File: src/rtl/tc_pkg.sv
package tc_pkg;

  // Width of a counter that must hold the values 0..n inclusive.
  function automatic int unsigned tc_cnt_w(input int unsigned n);
    return (n < 1) ? 1 : $clog2(n + 1);
  endfunction

endpackage

File: src/rtl/tc_rst_sync.sv
module tc_rst_sync (
  input  logic clk,
  input  logic arst_n,
  output logic srst_n
);

  logic meta_q;
  logic sync_q;

  always_ff @(posedge clk or negedge arst_n) begin
    if (!arst_n) begin
      meta_q <= 1'b0;
      sync_q <= 1'b0;
    end else begin
      meta_q <= 1'b1;
      sync_q <= meta_q;
    end
  end

  assign srst_n = sync_q;

endmodule

File: src/rtl/tc_fill_unit.sv
module tc_fill_unit #(
  parameter int unsigned ADDR_W = 16,
  parameter int unsigned INSN_W = 32,
  parameter int unsigned N_INSN = 8,
  parameter int unsigned M_BR   = 3,
  parameter int unsigned IDX_W  = 2,
  localparam int unsigned CNT_W = tc_pkg::tc_cnt_w(N_INSN),
  localparam int unsigned BRC_W = tc_pkg::tc_cnt_w(M_BR),
  localparam int unsigned FL_W  = M_BR - 1
) (
  input  logic                     clk,
  input  logic                     rst_n,
  input  logic                     rt_valid,
  input  logic [INSN_W-1:0]        rt_insn,
  input  logic [ADDR_W-1:0]        rt_addr,
  input  logic                     rt_is_cond,
  input  logic                     rt_taken,
  input  logic [ADDR_W-1:0]        rt_target,
  output logic                     wr_en,
  output logic [IDX_W-1:0]         wr_idx,
  output logic [ADDR_W-1:0]        wr_tag,
  output logic [N_INSN*INSN_W-1:0] wr_insns,
  output logic [CNT_W-1:0]         wr_cnt,
  output logic [FL_W-1:0]          wr_mask,
  output logic [FL_W-1:0]          wr_flags,
  output logic                     wr_end_cond,
  output logic [ADDR_W-1:0]        wr_fallthru,
  output logic [ADDR_W-1:0]        wr_target
);

  // fill state
  logic [CNT_W-1:0]  cnt_q,   cnt_d;
  logic [BRC_W-1:0]  brs_q,   brs_d;
  logic [FL_W-1:0]   flags_q, flags_d;
  logic [ADDR_W-1:0] start_q;
  logic [INSN_W-1:0] buf_q [N_INSN];

  logic [CNT_W-1:0]  cnt_inc;
  logic [BRC_W-1:0]  brs_inc;
  logic              close;
  logic              state_en;
  logic              start_en;
  logic [N_INSN-1:0] buf_we;
  logic [ADDR_W-1:0] seg_start;
  logic [ADDR_W-1:0] next_addr;

  assign cnt_inc   = cnt_q + CNT_W'(1);
  assign brs_inc   = brs_q + BRC_W'(rt_is_cond);
  assign close     = rt_valid && ((cnt_inc == CNT_W'(N_INSN)) || (brs_inc == BRC_W'(M_BR)));
  assign state_en  = rt_valid;
  assign start_en  = rt_valid && (cnt_q == '0);
  assign seg_start = (cnt_q == '0) ? rt_addr : start_q;
  assign next_addr = rt_addr + ADDR_W'(1);

  // next-state logic
  always_comb begin
    cnt_d   = cnt_q;
    brs_d   = brs_q;
    flags_d = flags_q;
    if (close) begin
      cnt_d   = '0;
      brs_d   = '0;
      flags_d = '0;
    end else if (rt_valid) begin
      cnt_d = cnt_inc;
      brs_d = brs_inc;
      for (int i = 0; i < int'(FL_W); i++) begin
        if (rt_is_cond && (brs_q == BRC_W'(i))) flags_d[i] = rt_taken;
      end
    end
  end

  // buffer slot enables and the segment image handed to the store
  for (genvar j = 0; j < int'(N_INSN); j++) begin : g_slot
    assign buf_we[j] = rt_valid && !close && (cnt_q == CNT_W'(j));
    assign wr_insns[j*INSN_W +: INSN_W] =
      (CNT_W'(j) < cnt_q)  ? buf_q[j] :
      (CNT_W'(j) == cnt_q) ? rt_insn  : '0;
  end

  // one mask bit per branch already held before the closing instruction
  for (genvar i = 0; i < int'(FL_W); i++) begin : g_mask
    assign wr_mask[i] = (BRC_W'(i) < brs_q);
  end

  assign wr_en       = close;
  assign wr_tag      = seg_start;
  assign wr_idx      = seg_start[IDX_W-1:0];
  assign wr_cnt      = cnt_inc;
  assign wr_flags    = flags_q;
  assign wr_end_cond = rt_is_cond;
  assign wr_fallthru = next_addr;
  assign wr_target   = rt_is_cond ? rt_target : next_addr;

  // registers
  always_ff @(posedge clk or negedge rst_n) begin
    if (!rst_n) begin
      cnt_q   <= '0;
      brs_q   <= '0;
      flags_q <= '0;
    end else if (state_en) begin
      cnt_q   <= cnt_d;
      brs_q   <= brs_d;
      flags_q <= flags_d;
    end
  end

  always_ff @(posedge clk) begin
    if (start_en) start_q <= rt_addr;
  end

  always_ff @(posedge clk) begin
    for (int j = 0; j < int'(N_INSN); j++) begin
      if (buf_we[j]) buf_q[j] <= rt_insn;
    end
  end

endmodule

File: src/rtl/tc_seg_store.sv
module tc_seg_store #(
  parameter int unsigned ADDR_W = 16,
  parameter int unsigned INSN_W = 32,
  parameter int unsigned N_INSN = 8,
  parameter int unsigned M_BR   = 3,
  parameter int unsigned IDX_W  = 2,
  localparam int unsigned CNT_W   = tc_pkg::tc_cnt_w(N_INSN),
  localparam int unsigned FL_W    = M_BR - 1,
  localparam int unsigned ENTRIES = 1 << IDX_W
) (
  input  logic                     clk,
  input  logic                     rst_n,
  input  logic                     wr_en,
  input  logic [IDX_W-1:0]         wr_idx,
  input  logic [ADDR_W-1:0]        wr_tag,
  input  logic [N_INSN*INSN_W-1:0] wr_insns,
  input  logic [CNT_W-1:0]         wr_cnt,
  input  logic [FL_W-1:0]          wr_mask,
  input  logic [FL_W-1:0]          wr_flags,
  input  logic                     wr_end_cond,
  input  logic [ADDR_W-1:0]        wr_fallthru,
  input  logic [ADDR_W-1:0]        wr_target,
  input  logic [IDX_W-1:0]         rd_idx,
  output logic                     rd_valid,
  output logic [ADDR_W-1:0]        rd_tag,
  output logic [N_INSN*INSN_W-1:0] rd_insns,
  output logic [CNT_W-1:0]         rd_cnt,
  output logic [FL_W-1:0]          rd_mask,
  output logic [FL_W-1:0]          rd_flags,
  output logic                     rd_end_cond,
  output logic [ADDR_W-1:0]        rd_fallthru,
  output logic [ADDR_W-1:0]        rd_target
);

  logic [ENTRIES-1:0]        valid_q;
  logic [ENTRIES-1:0]        ent_we;
  logic [ADDR_W-1:0]         tag_q   [ENTRIES];
  logic [N_INSN*INSN_W-1:0]  insns_q [ENTRIES];
  logic [CNT_W-1:0]          cnt_q   [ENTRIES];
  logic [FL_W-1:0]           mask_q  [ENTRIES];
  logic [FL_W-1:0]           flags_q [ENTRIES];
  logic                      endc_q  [ENTRIES];
  logic [ADDR_W-1:0]         ft_q    [ENTRIES];
  logic [ADDR_W-1:0]         tgt_q   [ENTRIES];

  for (genvar e = 0; e < int'(ENTRIES); e++) begin : g_we
    assign ent_we[e] = wr_en && (wr_idx == IDX_W'(e));
  end

  always_ff @(posedge clk or negedge rst_n) begin
    if (!rst_n) begin
      valid_q <= '0;
    end else begin
      for (int e = 0; e < int'(ENTRIES); e++) begin
        if (ent_we[e]) valid_q[e] <= 1'b1;
      end
    end
  end

  always_ff @(posedge clk) begin
    for (int e = 0; e < int'(ENTRIES); e++) begin
      if (ent_we[e]) begin
        tag_q[e]   <= wr_tag;
        insns_q[e] <= wr_insns;
        cnt_q[e]   <= wr_cnt;
        mask_q[e]  <= wr_mask;
        flags_q[e] <= wr_flags;
        endc_q[e]  <= wr_end_cond;
        ft_q[e]    <= wr_fallthru;
        tgt_q[e]   <= wr_target;
      end
    end
  end

  // read port: the registers as they stand, so a write in the same cycle is not seen
  assign rd_valid    = valid_q[rd_idx];
  assign rd_tag      = tag_q[rd_idx];
  assign rd_insns    = insns_q[rd_idx];
  assign rd_cnt      = cnt_q[rd_idx];
  assign rd_mask     = mask_q[rd_idx];
  assign rd_flags    = flags_q[rd_idx];
  assign rd_end_cond = endc_q[rd_idx];
  assign rd_fallthru = ft_q[rd_idx];
  assign rd_target   = tgt_q[rd_idx];

endmodule

File: src/rtl/tc_hit_logic.sv
module tc_hit_logic #(
  parameter int unsigned ADDR_W = 16,
  parameter int unsigned INSN_W = 32,
  parameter int unsigned N_INSN = 8,
  parameter int unsigned M_BR   = 3,
  localparam int unsigned CNT_W = tc_pkg::tc_cnt_w(N_INSN),
  localparam int unsigned FL_W  = M_BR - 1
) (
  input  logic                     lk_req,
  input  logic [ADDR_W-1:0]        lk_addr,
  input  logic [FL_W-1:0]          lk_pred,
  input  logic                     rd_valid,
  input  logic [ADDR_W-1:0]        rd_tag,
  input  logic [N_INSN*INSN_W-1:0] rd_insns,
  input  logic [CNT_W-1:0]         rd_cnt,
  input  logic [FL_W-1:0]          rd_mask,
  input  logic [FL_W-1:0]          rd_flags,
  input  logic                     rd_end_cond,
  input  logic [ADDR_W-1:0]        rd_fallthru,
  input  logic [ADDR_W-1:0]        rd_target,
  output logic                     hit,
  output logic [CNT_W-1:0]         out_cnt,
  output logic [N_INSN*INSN_W-1:0] out_insns,
  output logic                     out_end_cond,
  output logic [ADDR_W-1:0]        out_fallthru,
  output logic [ADDR_W-1:0]        out_target
);

  logic tag_eq;
  logic path_eq;

  assign tag_eq  = (rd_tag == lk_addr);
  assign path_eq = (((lk_pred ^ rd_flags) & rd_mask) == '0);
  assign hit     = lk_req && rd_valid && tag_eq && path_eq;

  assign out_cnt      = hit ? rd_cnt      : '0;
  assign out_insns    = hit ? rd_insns    : '0;
  assign out_end_cond = hit && rd_end_cond;
  assign out_fallthru = hit ? rd_fallthru : '0;
  assign out_target   = hit ? rd_target   : '0;

endmodule

File: src/rtl/trace_seg_cache.sv
module trace_seg_cache #(
  parameter int unsigned ADDR_W = 16,
  parameter int unsigned INSN_W = 32,
  parameter int unsigned N_INSN = 8,
  parameter int unsigned M_BR   = 3,
  parameter int unsigned IDX_W  = 2,
  localparam int unsigned CNT_W = tc_pkg::tc_cnt_w(N_INSN),
  localparam int unsigned FL_W  = M_BR - 1
) (
  input  logic                     clk,
  input  logic                     rst_n,
  input  logic                     lk_req,
  input  logic [ADDR_W-1:0]        lk_addr,
  input  logic [FL_W-1:0]          lk_pred,
  output logic                     lk_hit,
  output logic [CNT_W-1:0]         lk_count,
  output logic [N_INSN*INSN_W-1:0] lk_insns,
  output logic                     lk_ends_cond,
  output logic [ADDR_W-1:0]        lk_fallthru,
  output logic [ADDR_W-1:0]        lk_target,
  input  logic                     rt_valid,
  input  logic [INSN_W-1:0]        rt_insn,
  input  logic [ADDR_W-1:0]        rt_addr,
  input  logic                     rt_is_cond,
  input  logic                     rt_taken,
  input  logic [ADDR_W-1:0]        rt_target
);

  logic                     srst_n;
  logic                     wr_en;
  logic [IDX_W-1:0]         wr_idx;
  logic [ADDR_W-1:0]        wr_tag;
  logic [N_INSN*INSN_W-1:0] wr_insns;
  logic [CNT_W-1:0]         wr_cnt;
  logic [FL_W-1:0]          wr_mask;
  logic [FL_W-1:0]          wr_flags;
  logic                     wr_end_cond;
  logic [ADDR_W-1:0]        wr_fallthru;
  logic [ADDR_W-1:0]        wr_target;

  logic                     rd_valid;
  logic [ADDR_W-1:0]        rd_tag;
  logic [N_INSN*INSN_W-1:0] rd_insns;
  logic [CNT_W-1:0]         rd_cnt;
  logic [FL_W-1:0]          rd_mask;
  logic [FL_W-1:0]          rd_flags;
  logic                     rd_end_cond;
  logic [ADDR_W-1:0]        rd_fallthru;
  logic [ADDR_W-1:0]        rd_target;

  tc_rst_sync u_rst (
    .clk    (clk),
    .arst_n (rst_n),
    .srst_n (srst_n)
  );

  tc_fill_unit #(
    .ADDR_W(ADDR_W), .INSN_W(INSN_W), .N_INSN(N_INSN), .M_BR(M_BR), .IDX_W(IDX_W)
  ) u_fill (
    .clk         (clk),
    .rst_n       (srst_n),
    .rt_valid    (rt_valid),
    .rt_insn     (rt_insn),
    .rt_addr     (rt_addr),
    .rt_is_cond  (rt_is_cond),
    .rt_taken    (rt_taken),
    .rt_target   (rt_target),
    .wr_en       (wr_en),
    .wr_idx      (wr_idx),
    .wr_tag      (wr_tag),
    .wr_insns    (wr_insns),
    .wr_cnt      (wr_cnt),
    .wr_mask     (wr_mask),
    .wr_flags    (wr_flags),
    .wr_end_cond (wr_end_cond),
    .wr_fallthru (wr_fallthru),
    .wr_target   (wr_target)
  );

  tc_seg_store #(
    .ADDR_W(ADDR_W), .INSN_W(INSN_W), .N_INSN(N_INSN), .M_BR(M_BR), .IDX_W(IDX_W)
  ) u_store (
    .clk         (clk),
    .rst_n       (srst_n),
    .wr_en       (wr_en),
    .wr_idx      (wr_idx),
    .wr_tag      (wr_tag),
    .wr_insns    (wr_insns),
    .wr_cnt      (wr_cnt),
    .wr_mask     (wr_mask),
    .wr_flags    (wr_flags),
    .wr_end_cond (wr_end_cond),
    .wr_fallthru (wr_fallthru),
    .wr_target   (wr_target),
    .rd_idx      (lk_addr[IDX_W-1:0]),
    .rd_valid    (rd_valid),
    .rd_tag      (rd_tag),
    .rd_insns    (rd_insns),
    .rd_cnt      (rd_cnt),
    .rd_mask     (rd_mask),
    .rd_flags    (rd_flags),
    .rd_end_cond (rd_end_cond),
    .rd_fallthru (rd_fallthru),
    .rd_target   (rd_target)
  );

  tc_hit_logic #(
    .ADDR_W(ADDR_W), .INSN_W(INSN_W), .N_INSN(N_INSN), .M_BR(M_BR)
  ) u_hit (
    .lk_req       (lk_req),
    .lk_addr      (lk_addr),
    .lk_pred      (lk_pred),
    .rd_valid     (rd_valid),
    .rd_tag       (rd_tag),
    .rd_insns     (rd_insns),
    .rd_cnt       (rd_cnt),
    .rd_mask      (rd_mask),
    .rd_flags     (rd_flags),
    .rd_end_cond  (rd_end_cond),
    .rd_fallthru  (rd_fallthru),
    .rd_target    (rd_target),
    .hit          (lk_hit),
    .out_cnt      (lk_count),
    .out_insns    (lk_insns),
    .out_end_cond (lk_ends_cond),
    .out_fallthru (lk_fallthru),
    .out_target   (lk_target)
  );

endmodule

File: config.mk
export PLATFORM = sky130hd
export DESIGN_NAME = trace_seg_cache
export DESIGN_NICKNAME = d
export VERILOG_FILES = /design/src/rtl/tc_pkg.sv /design/src/rtl/tc_rst_sync.sv /design/src/rtl/tc_fill_unit.sv /design/src/rtl/tc_seg_store.sv /design/src/rtl/tc_hit_logic.sv /design/src/rtl/trace_seg_cache.sv
export SDC_FILE = /design/constraint.sdc
export NUM_CORES = 1
export LEC_CHECK = 0
export BUFFER_PORTS_ARGS = -buffer_cell sky130_fd_sc_hd__buf_4
export CAP_MARGIN = 30
export CORE_AREA = 3 3 389 488
export DETAILED_ROUTE_END_ITERATION = 10
export DIE_AREA = 0 0 392 491
export PLACE_DENSITY = 0.47
export SETUP_SLACK_MARGIN = 0.2
export SLEW_MARGIN = 20
export SYNTH_ARGS = -nofsm -noshare
export SYNTH_HDL_FRONTEND = slang
export SYNTH_SLANG_ARGS = --single-unit
File: constraint.sdc
create_clock -name clk -period 2.8 [get_ports clk]
set_clock_uncertainty 0.15 [all_clocks]
set_input_delay 0.28 -clock clk [delete_from_list [all_inputs] [get_ports clk]]
set_output_delay 0.28 -clock clk [all_outputs]
set_load 0.1 [all_outputs]
-- After elaboration in Yosys (flattened, before gate mapping)
Memories as Yosys holds them, arrays and structs flattened.
Index checks and enable logic that the tools add are counted.
W data, S select, Z words.
- flip-flop bits (word level): 30
- memory bits (writable): 1508
- input port bits: 88
- output and inout bits: 294
- logic and storage cells: 265
- memories kept: 9
- memories (name ; words ; width ; rd ports ; clocked after memory_dff ; wr ports ; line ; source):
    u_store.insns_q ; 4 ; 256 ; 1 ; 0 ; 1 ; tc_seg_store.sv:38 ; logic [N_INSN*INSN_W-1:0] insns_q [ENTRIES];
    u_fill.buf_q ; 8 ; 32 ; 8 ; 0 ; 1 ; tc_fill_unit.sv:36 ; logic [INSN_W-1:0] buf_q [N_INSN];
    u_store.ft_q ; 4 ; 16 ; 1 ; 0 ; 1 ; tc_seg_store.sv:43 ; logic [ADDR_W-1:0] ft_q [ENTRIES];
    u_store.tag_q ; 4 ; 16 ; 1 ; 0 ; 1 ; tc_seg_store.sv:37 ; logic [ADDR_W-1:0] tag_q [ENTRIES];
    u_store.tgt_q ; 4 ; 16 ; 1 ; 0 ; 1 ; tc_seg_store.sv:44 ; logic [ADDR_W-1:0] tgt_q [ENTRIES];
    u_store.cnt_q ; 4 ; 4 ; 1 ; 0 ; 1 ; tc_seg_store.sv:39 ; logic [CNT_W-1:0] cnt_q [ENTRIES];
    +3 memories ; n/a ; n/a ; n/a ; n/a ; n/a ; n/a ;
- $add $sub $neg: 3
- magnitude comparators: 11
- equal/unequal tests: 21
- muxes and demuxes: 146
- bitwise logic cells: 2
- reductions and logical operators: 62
- operators with widths (operator ; number):
    $mux W256 ; 4
    $reduce_or A256 Y1 ; 3
    $mux W32 ; 23
    $reduce_or A32 Y1 ; 7
    $mux W16 ; 13
    $reduce_or A16 Y1 ; 9
    $mux W2 ; 32
    $mux W1 ; 61
    $logic_and A1 B1 Y1 ; 21
    $mux W3 ; 7
    $mux W4 ; 5
    $add A16 B1 Y16 const B ; 1
    $eq A16 B16 Y1 ; 1
    $eq A3 B4 Y1 const A ; 4
    $eq A4 B3 Y1 const B ; 4
    $lt A3 B4 Y1 const A ; 4
    $reduce_or A2 Y1 ; 6
    $reduce_or A4 Y1 ; 3
    $eq A2 B4 Y1 const A ; 2
    $eq A4 B2 Y1 const B ; 2
    $lt A1 B4 Y1 const A ; 2
    $lt A2 B4 Y1 const A ; 2
    $eq A2 B2 Y1 const B ; 3
    $logic_not A2 Y1 ; 3
    other kinds (17) ; 23

-- Depth between registers and ports, before layout
Gate-level depths: netlist (run 1).
- depth in word-level cells: 17
- gate-level depth with buffers: 10
- gate-level depth less buffers: 7

-- Cells and area by module
A second synthesis (run 1) with hierarchy kept.
- cell total of the unflattened synthesis: 3114
- area, all modules: 61385.1 um^2
- modules (own cells, without submodules) (module ; instances ; cells an instance ; area each (um^2) ; seq. area each (um^2)):
    tc_seg_store ; 1 ; 1649 ; 45353.5 ; 37696.2
    tc_fill_unit ; 1 ; 1046 ; 12756.0 ; 8368.0
    tc_hit_logic ; 1 ; 416 ; 3221.8 ; 0.0
    tc_rst_sync ; 1 ; 3 ; 53.8 ; 50.0

-- Worst setup path after synthesis (run 1)
Ideal clock, no wire load.
- path kind: register to register
- from: register u_fill.cnt_q[0]
- to: memory u_store.cnt_q[0][0] (netlist bit), enable pin
- library setup time: 994 ps
- arrival time: 14638 ps
- required time: 1656 ps
- setup slack: -12982 ps
- stages on the path, launching flop included: 9
- path buffers: 2
- period minus slack after synthesis: 15782 ps
- cell sequence: dfrtp_1 clkbuf_1 inv_1 ha_1 and2_1 clkbuf_1 mux2i_1 inv_1 nor2_1
- elaborated cells on any way between the ends: 31
- classes of those cells: add/sub (1); eq/ne (4); mux (15); reduce/logical (11)
- RTL lines (what ; line ; source):
    from (decl) ; tc_fill_unit.sv:32 ; logic [CNT_W-1:0] cnt_q, cnt_d;
    from (signal assigned) ; tc_fill_unit.sv:102 ; cnt_q <= cnt_d;
    $add A4 B1 Y4 ; tc_fill_unit.sv:47 ; assign cnt_inc = cnt_q + CNT_W'(1);
    named net u_fill.wr_cnt[0] ; tc_fill_unit.sv:23 ; output logic [CNT_W-1:0] wr_cnt,
    $eq A4 B4 Y1 ; tc_fill_unit.sv:49 ; assign close = rt_valid && ((cnt_inc == CNT_W'(N_INSN)) || (brs_inc == BRC_W'(M_BR)));
    $logic_or A1 B1 Y1 ; tc_fill_unit.sv:49 ;
    $logic_and A1 B1 Y1 ; tc_fill_unit.sv:49 ;
    $logic_and A1 B1 Y1 ; tc_seg_store.sv:47 ; assign ent_we[e] = wr_en && (wr_idx == IDX_W'(e));
    named net u_store.ent_we[0] ; tc_seg_store.sv:36 ; logic [ENTRIES-1:0] ent_we;
    $mux W1 ; tc_seg_store.sv:62 ; if (ent_we[e]) begin
    $mux W1 (implied by the code) ; tc_seg_store.sv:65 ; cnt_q[e] <= wr_cnt;
    $mux W1 (no line) (3 in series) ; n/a ;
    to (decl) ; tc_seg_store.sv:39 ;
The timed path passes the listed nets, and every way through them passes these cells.

-- Worst setup path after layout (run 1)
- from: memory u_store.tag_q[2][6]
- to: output port lk_insns[205]
- word-level cells in the longest chain between the ends: 5
- ends and longest elaborated chain (what ; line ; source):
    from (decl) ; tc_seg_store.sv:37 ;
    $mem_v2 Z4 W16 ; n/a ;
    $eq A16 B16 Y1 ; tc_hit_logic.sv:32 ; assign tag_eq = (rd_tag == lk_addr);
    $logic_and A1 B1 Y1 (2 in series) ; tc_hit_logic.sv:34 ; assign hit = lk_req && rd_valid && tag_eq && path_eq;
    $mux W256 ; tc_hit_logic.sv:37 ; assign out_insns = hit ? rd_insns : '0;
    to (decl) ; trace_seg_cache.sv:17 ; output logic [N_INSN*INSN_W-1:0] lk_insns,
Every way passes these cells.

==> flow_summary.json, run 1 <==
{
  "outcome": "complete, but fails checks",
  "violations": "setup timing",
  "reg2reg_from": "u_fill.cnt_q[0]",
  "synth-seq-cells": 1538,
  "grt_usage": 0.1818,
  "cp_common_cell": "buf_12",
  "yosys.cell_types.count": 52,
  "layout.nets": 3849,
  "hold_class": "reg2async",
  "start_util": 0.3294,
  "cp_cell_sequence": "mux2_4 > a222oi_1 > a32oi_1 > nor4_4 > buf_12 > buf_16 > clkbuf_16 > and4_1 > buf_12",
  "synth-edff-count": 1524,
  "drt_iter0_drc": 2813,
  "antenna_found_initial": 37,
  "cts.sinks": 1538,
  "gp_congestion": 0.7369,
  "post_route_cells_drive_above_1_share": 0.3576,
  "crit_type": "reg2out",
  "portBuffers": 381,
  "clk_pin_slew_ps": 70,
  "drt_wl_total_mm": 181.8,
  "worst_slack_ps": -1086,
  "vias": 32890,
  "ant_nets": 0,
  "ff2ff_setup_slack_ps": 10,
  "netlist_area_sq_um": 61130,
  "start_kind": "register",
  "worstSetupEndpointType": "output port",
  "final.min_clock_period_ps": 3886,
  "arrival_ps": 3460,
  "rows": 177,
  "maxCapViolCount": 0,
  "ys_seq_area_frac": 0.7544,
  "synth_cells": 3155,
  "path_delay_family": "buffers and inverters",
  "slew_headroom": 0.4368,
  "drc": 0,
  "power.total_mw": 62.92,
  "boundaryPins": 382,
  "grt_max_degree": 99,
  "wl_per_cell_um": 28.82,
  "root_buffer": "clkbuf_16",
  "pwr_density_cell_nw_per_um2": 799.5,
  "crit_fanout": 22,
  "areaGrowthSynthToFinish_pct": 28.75,
  "leakagePower_nw": 26.37,
  "die_h_um": 491,
  "synth_top_area_share": 0.7487,
  "hpwlAfterDp_mm": 109.8,
  "grt_overflow_total": 0,
  "insertion_delay_ps": 800,
  "die-area_sq_um": 192500,
  "rsz0062_at_grt": "yes",
  "cts_tree": "yes",
  "async_flop_share": 0.009103,
  "finalSetupViolCount": 294,
  "required_ps": 2370,
  "tightest_slew_ps": 844.7,
  "setup_tns_ps": -300620,
  "crit_buf_inv": 4,
  "htreeDepth": 4,
  "drtPass1Iterations": 5,
  "max_stage_delay_ps": 360,
  "hold_viol_final": 0,
  "grt_pass1_vias": 33120,
  "synth_commonest_cells": "1524 x edfxtp_1, 295 x mux4_2, 293 x and4_1",
  "fillers": 16280,
  "numCtsBuffers": 160,
  "ys_warn_count": 0,
  "slowest_stage": "edfxtp_1",
  "syn-num-nets": 3249,
  "yosysMostFrequentCell": "edfxtp_1",
  "fp.coreArea_sq_um": 185600,
  "clock_path_buffers": 3,
  "yosysTopAreaCell": "edfxtp_1",
  "avgSynthCellArea_sq_um": 19.37,
  "regToRegEndpoint": "u_store.insns_q[0][205]",
  "synth_area_leaders": "edfxtp_1 75%, mux4_2 11%, and4_1 4.2%",
  "min_period_over_period": 1.388,
  "worst_r2r_path_depth": 8,
  "peakVddDrop_v": 0.0005845,
  "grt_pass1_wl_mm": 250.2,
  "vias_per_cell": 5.214,
  "drv_slew": 0,
  "fmax_ghz": 0.2574,
  "die_width_um": 392,
  "synthFlopType": "edfxtp_1"
}
-- where the power goes --
part / internal [mW] / switching (mW)
clock: 11.8 / 9.08
combinational: 3.71 / 7.81
sequential: 30.0 / 0.525
-- worst max path at each step --
stage,cells past startpoint,slack [ps],end,start
2_1_floorplan,8,-3860,u_store.cnt_q[0][0],u_fill.cnt_q[0]
3_3_place_gp,11,-530,lk_insns[178],lk_addr[1]
3_5_place_dp,11,-610,lk_insns[176],lk_addr[1]
4_1_cts,9,-1250,lk_insns[99],u_store.tag_q[2][9]
5_1_grt,9,-1290,lk_insns[184],u_store.tag_q[0][6]
6_report,9,-1090,lk_insns[205],u_store.tag_q[2][6]
-- registers in the layout (all words and copies together) (netlist names), 8 cells and up --
register and flops:
u_store.insns_q 1024, u_fill.buf_q 256, u_store.ft_q 64, u_store.tag_q 64, u_store.tgt_q 64, u_fill.start_q 16, u_store.cnt_q 16, u_store.flags_q 8
u_store.mask_q 8
-- layer usage --
layer | up-vias | wire length [um] | GRT usage
li1 | 14190 | - | -
met1 | 17420 | 78550 | 0.2510
met2 | 1035 | 86800 | 0.2889
met3 | 245 | 11150 | 0.03692
met4 | 4 | 5231 | 0.05707
met5 | - | 21 | 0
-- worst register-to-register path: stages, from the launching register on --
cell,delay [ps]
dfrtp_2,480
ha_2,230
xnor2_1,250
a32o_2,290
and2_4,200
nand2_2,100
nor2_4,200
buf_12,270
buf_12,280
-- metrics by stage --
step | hold slack [ps] | setup WS (ps) | util | instance area [sq um] | cells
floorplan | -165.6 | -3862 | - | 61250 | 3155
global placement | -84.86 | -530.9 | 0.3723 | 69090 | 5911
detailed placement | -83.13 | -611.8 | 0.3725 | 69130 | 5913
CTS | 4.601 | -1250 | 0.4145 | 76920 | 6273
global route | 56.50 | -1288 | 0.4240 | 78680 | 6297
finish | 98.90 | -1086 | 0.4241 | 78700 | 6307
-- timing repair --
| item | 4_1_cts | 5_1_grt |
|---|---|---|
| resized for setup | 481 | 367 |
| buffers inserted | 1 | 4 |
| endpoints found under the setup margin | 1511 | 1714 |
| gates cloned | 1 | 18 |
| pin swaps | 1 | 4 |
| hold buffers | 72 | 0 |
| hold endpoints to repair | 1030 | 0 |
-- cell families after synthesis --
kind of cell    count (synthesis)  share of synthesized area
flops                        1538                     0.7544
simple gates                  697                    0.06992
mux                           389                     0.1254
buf+inv                       281                    0.01908
compound gates                201                    0.02395
xor+xnor                       42                   0.006018
fa+ha+maj                       6                   0.001228
other cells                     1                 0.00006135
-- layout make-up --
cell class | instances | area (sq um) | area share
flip-flops and latches | 1538 | 46120 | 0.5859
multi-input cells | 1336 | 14360 | 0.1824
repair buffers | 709 | 10070 | 0.1279
clock buffers | 201 | 4179 | 0.05310
well taps | 2416 | 3023 | 0.03841
clock inverters | 85 | 887.1 | 0.01127
inverters | 10 | 45.04 | 0.0005723
diodes | 12 | 30.03 | 0.0003815
-- cell usage in the layout, fill, tap and decap left out, types with 40 or more instances in the layout --
master	netlist	layout
clkbuf_1	168	40
mux4_2	295	295
and4_1	293	160
a22o_1	98	98
nand3_1	70	69
dlygate4sd3_1	0	72
mux2_2	62	61
buf_12	0	325
buf_4	4	267
clkbuf_16	0	173
o21ai_0	71	71
nand2_1	278	274
edfxtp_1	1524	1524
and4_4	0	126
Power figures use the tool's default switching activity.
==> run 2, diff against run 1 <==
--- a/config.mk
+++ b/config.mk
@@ -8,6 +8,7 @@
 export BUFFER_PORTS_ARGS = -buffer_cell sky130_fd_sc_hd__buf_4
 export CAP_MARGIN = 30
 export CORE_AREA = 3 3 389 488
+export CTS_BUF_LIST = sky130_fd_sc_hd__clkbuf_4
 export DETAILED_ROUTE_END_ITERATION = 10
 export DIE_AREA = 0 0 392 491
 export PLACE_DENSITY = 0.47
==> flow_summary.json, run 2 (synthesized netlist as in run 1, its figures left out) <==
{
  "grt_max_degree": 99,
  "layout_common_cells": "1524 x edfxtp_1, 582 x clkbuf_4, 409 x buf_12",
  "portBuffers": 381,
  "grt_overflow_total": 0,
  "vias": 35260,
  "finalNonFillerCells": 6796,
  "hold_class": "reg2async",
  "gp_congestion": 0.7369,
  "htreeDepth": 5,
  "clock_path_buffers": 4,
  "worst_r2r_path_depth": 8,
  "antenna_found_initial": 32,
  "slew_headroom": 0.3823,
  "wl_per_cell_um": 28.45,
  "fp.coreArea_sq_um": 185600,
  "cts.sinks": 1538,
  "fmax_ghz": 0.2257,
  "setup_tns_ps": -463980,
  "required_ps": 2370,
  "final_common_cell": "edfxtp_1",
  "insertion_delay_ps": 1350,
  "dpl_cell_area_sq_um": 69130,
  "crit_type": "reg2out",
  "cts_tree": "yes",
  "clk_pin_slew_ps": 60,
  "hpwlAfterDp_mm": 109.8,
  "regToRegEndpoint": "u_store.insns_q[1][16]",
  "drt_iter0_drc": 3063,
  "drv_slew": 0,
  "areaGrowthSynthToFinish_pct": 32.09,
  "crit_fanout": 7,
  "start_util": 0.3294,
  "placedCellCount": 5913,
  "die_h_um": 491,
  "reg_top3": "u_store.insns_q (1024), u_fill.buf_q (256)",
  "drt_wl_total_mm": 193.3,
  "fillers": 16380,
  "grt_pass1_vias": 35760,
  "multi_input_area_sq_um": 14660,
  "ant_nets": 0,
  "grt_pass1_wl_mm": 263.0,
  "finalSetupViolCount": 361,
  "worstSetupEndpointType": "output port",
  "start_kind": "register",
  "peakVddDrop_v": 0.0004918,
  "violations": "setup timing",
  "drc": 0,
  "vias_per_cell": 5.188,
  "whs_ps": 81.16,
  "rows": 177,
  "die_width_um": 392,
  "power.total_mw": 60.84,
  "boundaryPins": 382,
  "grt_usage": 0.1924,
  "leakagePower_nw": 27.61,
  "hold_viol_final": 0,
  "reg2reg_from": "u_fill.cnt_q[0]",
  "worst_slack_ps": -1630,
  "pwr_density_cell_nw_per_um2": 753.6,
  "outcome": "complete, but fails checks",
  "ff2ff_setup_slack_ps": -60,
  "layout.nets": 4202,
  "design_area_sq_um": 80740,
  "min_period_over_period": 1.582,
  "tightest_slew_ps": 926.6,
  "root_buffer": "clkbuf_4",
  "arrival_ps": 4000,
  "numCtsBuffers": 405,
  "drtPass1Iterations": 6,
  "die-area_sq_um": 192500,
  "register_area_sq_um": 46120,
  "top_register": "u_store.insns_q",
  "final.min_clock_period_ps": 4430,
  "largest_register_ffs": 1024,
  "post_route_cells_drive_above_1_share": 0.4409,
  "rsz0062_at_grt": "yes",
  "maxCapViolCount": 0
}
==> run 2: changes by cell type in the layout (fill, tap and decap cells not counted), moves of 7 or more <==
| cell | before | now |
|---|---|---|
| clkbuf_4 | 0 | 582 |
| clkbuf_16 | 173 | 13 |
| and4_4 | 126 | 252 |
| and4_1 | 160 | 41 |
| buf_12 | 325 | 409 |
| dlygate4sd3_1 | 72 | 148 |
| buf_4 | 267 | 213 |
| clkbuf_1 | 40 | 0 |
| clkinv_1 | 31 | 61 |
| clkinv_2 | 21 | 8 |
| bufinv_16 | 12 | 2 |
| and4_2 | 7 | 0 |
==> run 2: critical path, stage by stage (launching register included) <==
cell and delay (ps):
edfxtp_1 360, mux2_4 290, a222oi_1 350, a32oi_1 200, nor4_4 340, buf_12 260
buf_16 240, clkbuf_16 200, and4_4 240, buf_12 180
==> run 2: cell type report <==
class | count | area share
repair buffers | 817 | 0.1500
inverters | 10 | 0.0005579
well taps | 2416 | 0.03744
multi-input cells | 1336 | 0.1816
diodes | 18 | 0.0005579
flip-flops and latches | 1538 | 0.5712
clock inverters | 79 | 0.004602
clock buffers | 582 | 0.05411
==> run 2: metrics by stage <==
stage	setup slack, ps	utilization
3_3_place_gp	-530.9	0.3723
2_1_floorplan	-3862	-
6_report	-1630	0.4351
4_1_cts	-1897	0.4200
5_1_grt	-1971	0.4349
3_5_place_dp	-611.8	0.3725
==> run 2: report_power, final <==
part / leakage [nW] / internal [mW] / total, mW / switching [mW]
logic: 10.7 / 3.85 / 11.8 / 7.97
clock network: 2.86 / 9.60 / 18.5 / 8.88
registers: 14.1 / 30.0 / 30.5 / 0.525
==> run 2: repair_timing <==
action                                 in CTS  in global routing
setup buffers                               1                  3
hold buffers                              178                  0
endpoints found under the hold margin    3030                  0
setup endpoints to repair                1477               1752
pin swaps                                   1                  3
gates cloned                                1                 19
resized for setup                         481                652
==> run 2: layer usage <==
metal / up-vias / routed length, um / global-route usage
li1: 15140 / - / -
met1: 18410 / 81380 / 0.2612
met2: 1425 / 92100 / 0.3030
met3: 280 / 14500 / 0.04818
met4: 4 / 5324 / 0.06231
met5: - / 24 / 0
==> run 2: worst max path at each step <==
| stage | startpoint | endpoint | cells past startpoint |
|---|---|---|---|
| finish | u_store.tag_q[2][6] | lk_insns[17] | 9 |
| global route | u_store.tag_q[0][6] | lk_insns[17] | 9 |
| CTS | u_store.tag_q[2][9] | lk_insns[99] | 9 |
| detailed placement | lk_addr[1] | lk_insns[176] | 11 |
| global placement | lk_addr[1] | lk_insns[178] | 11 |
| floorplan | u_fill.cnt_q[0] | u_store.cnt_q[0][0] | 8 |
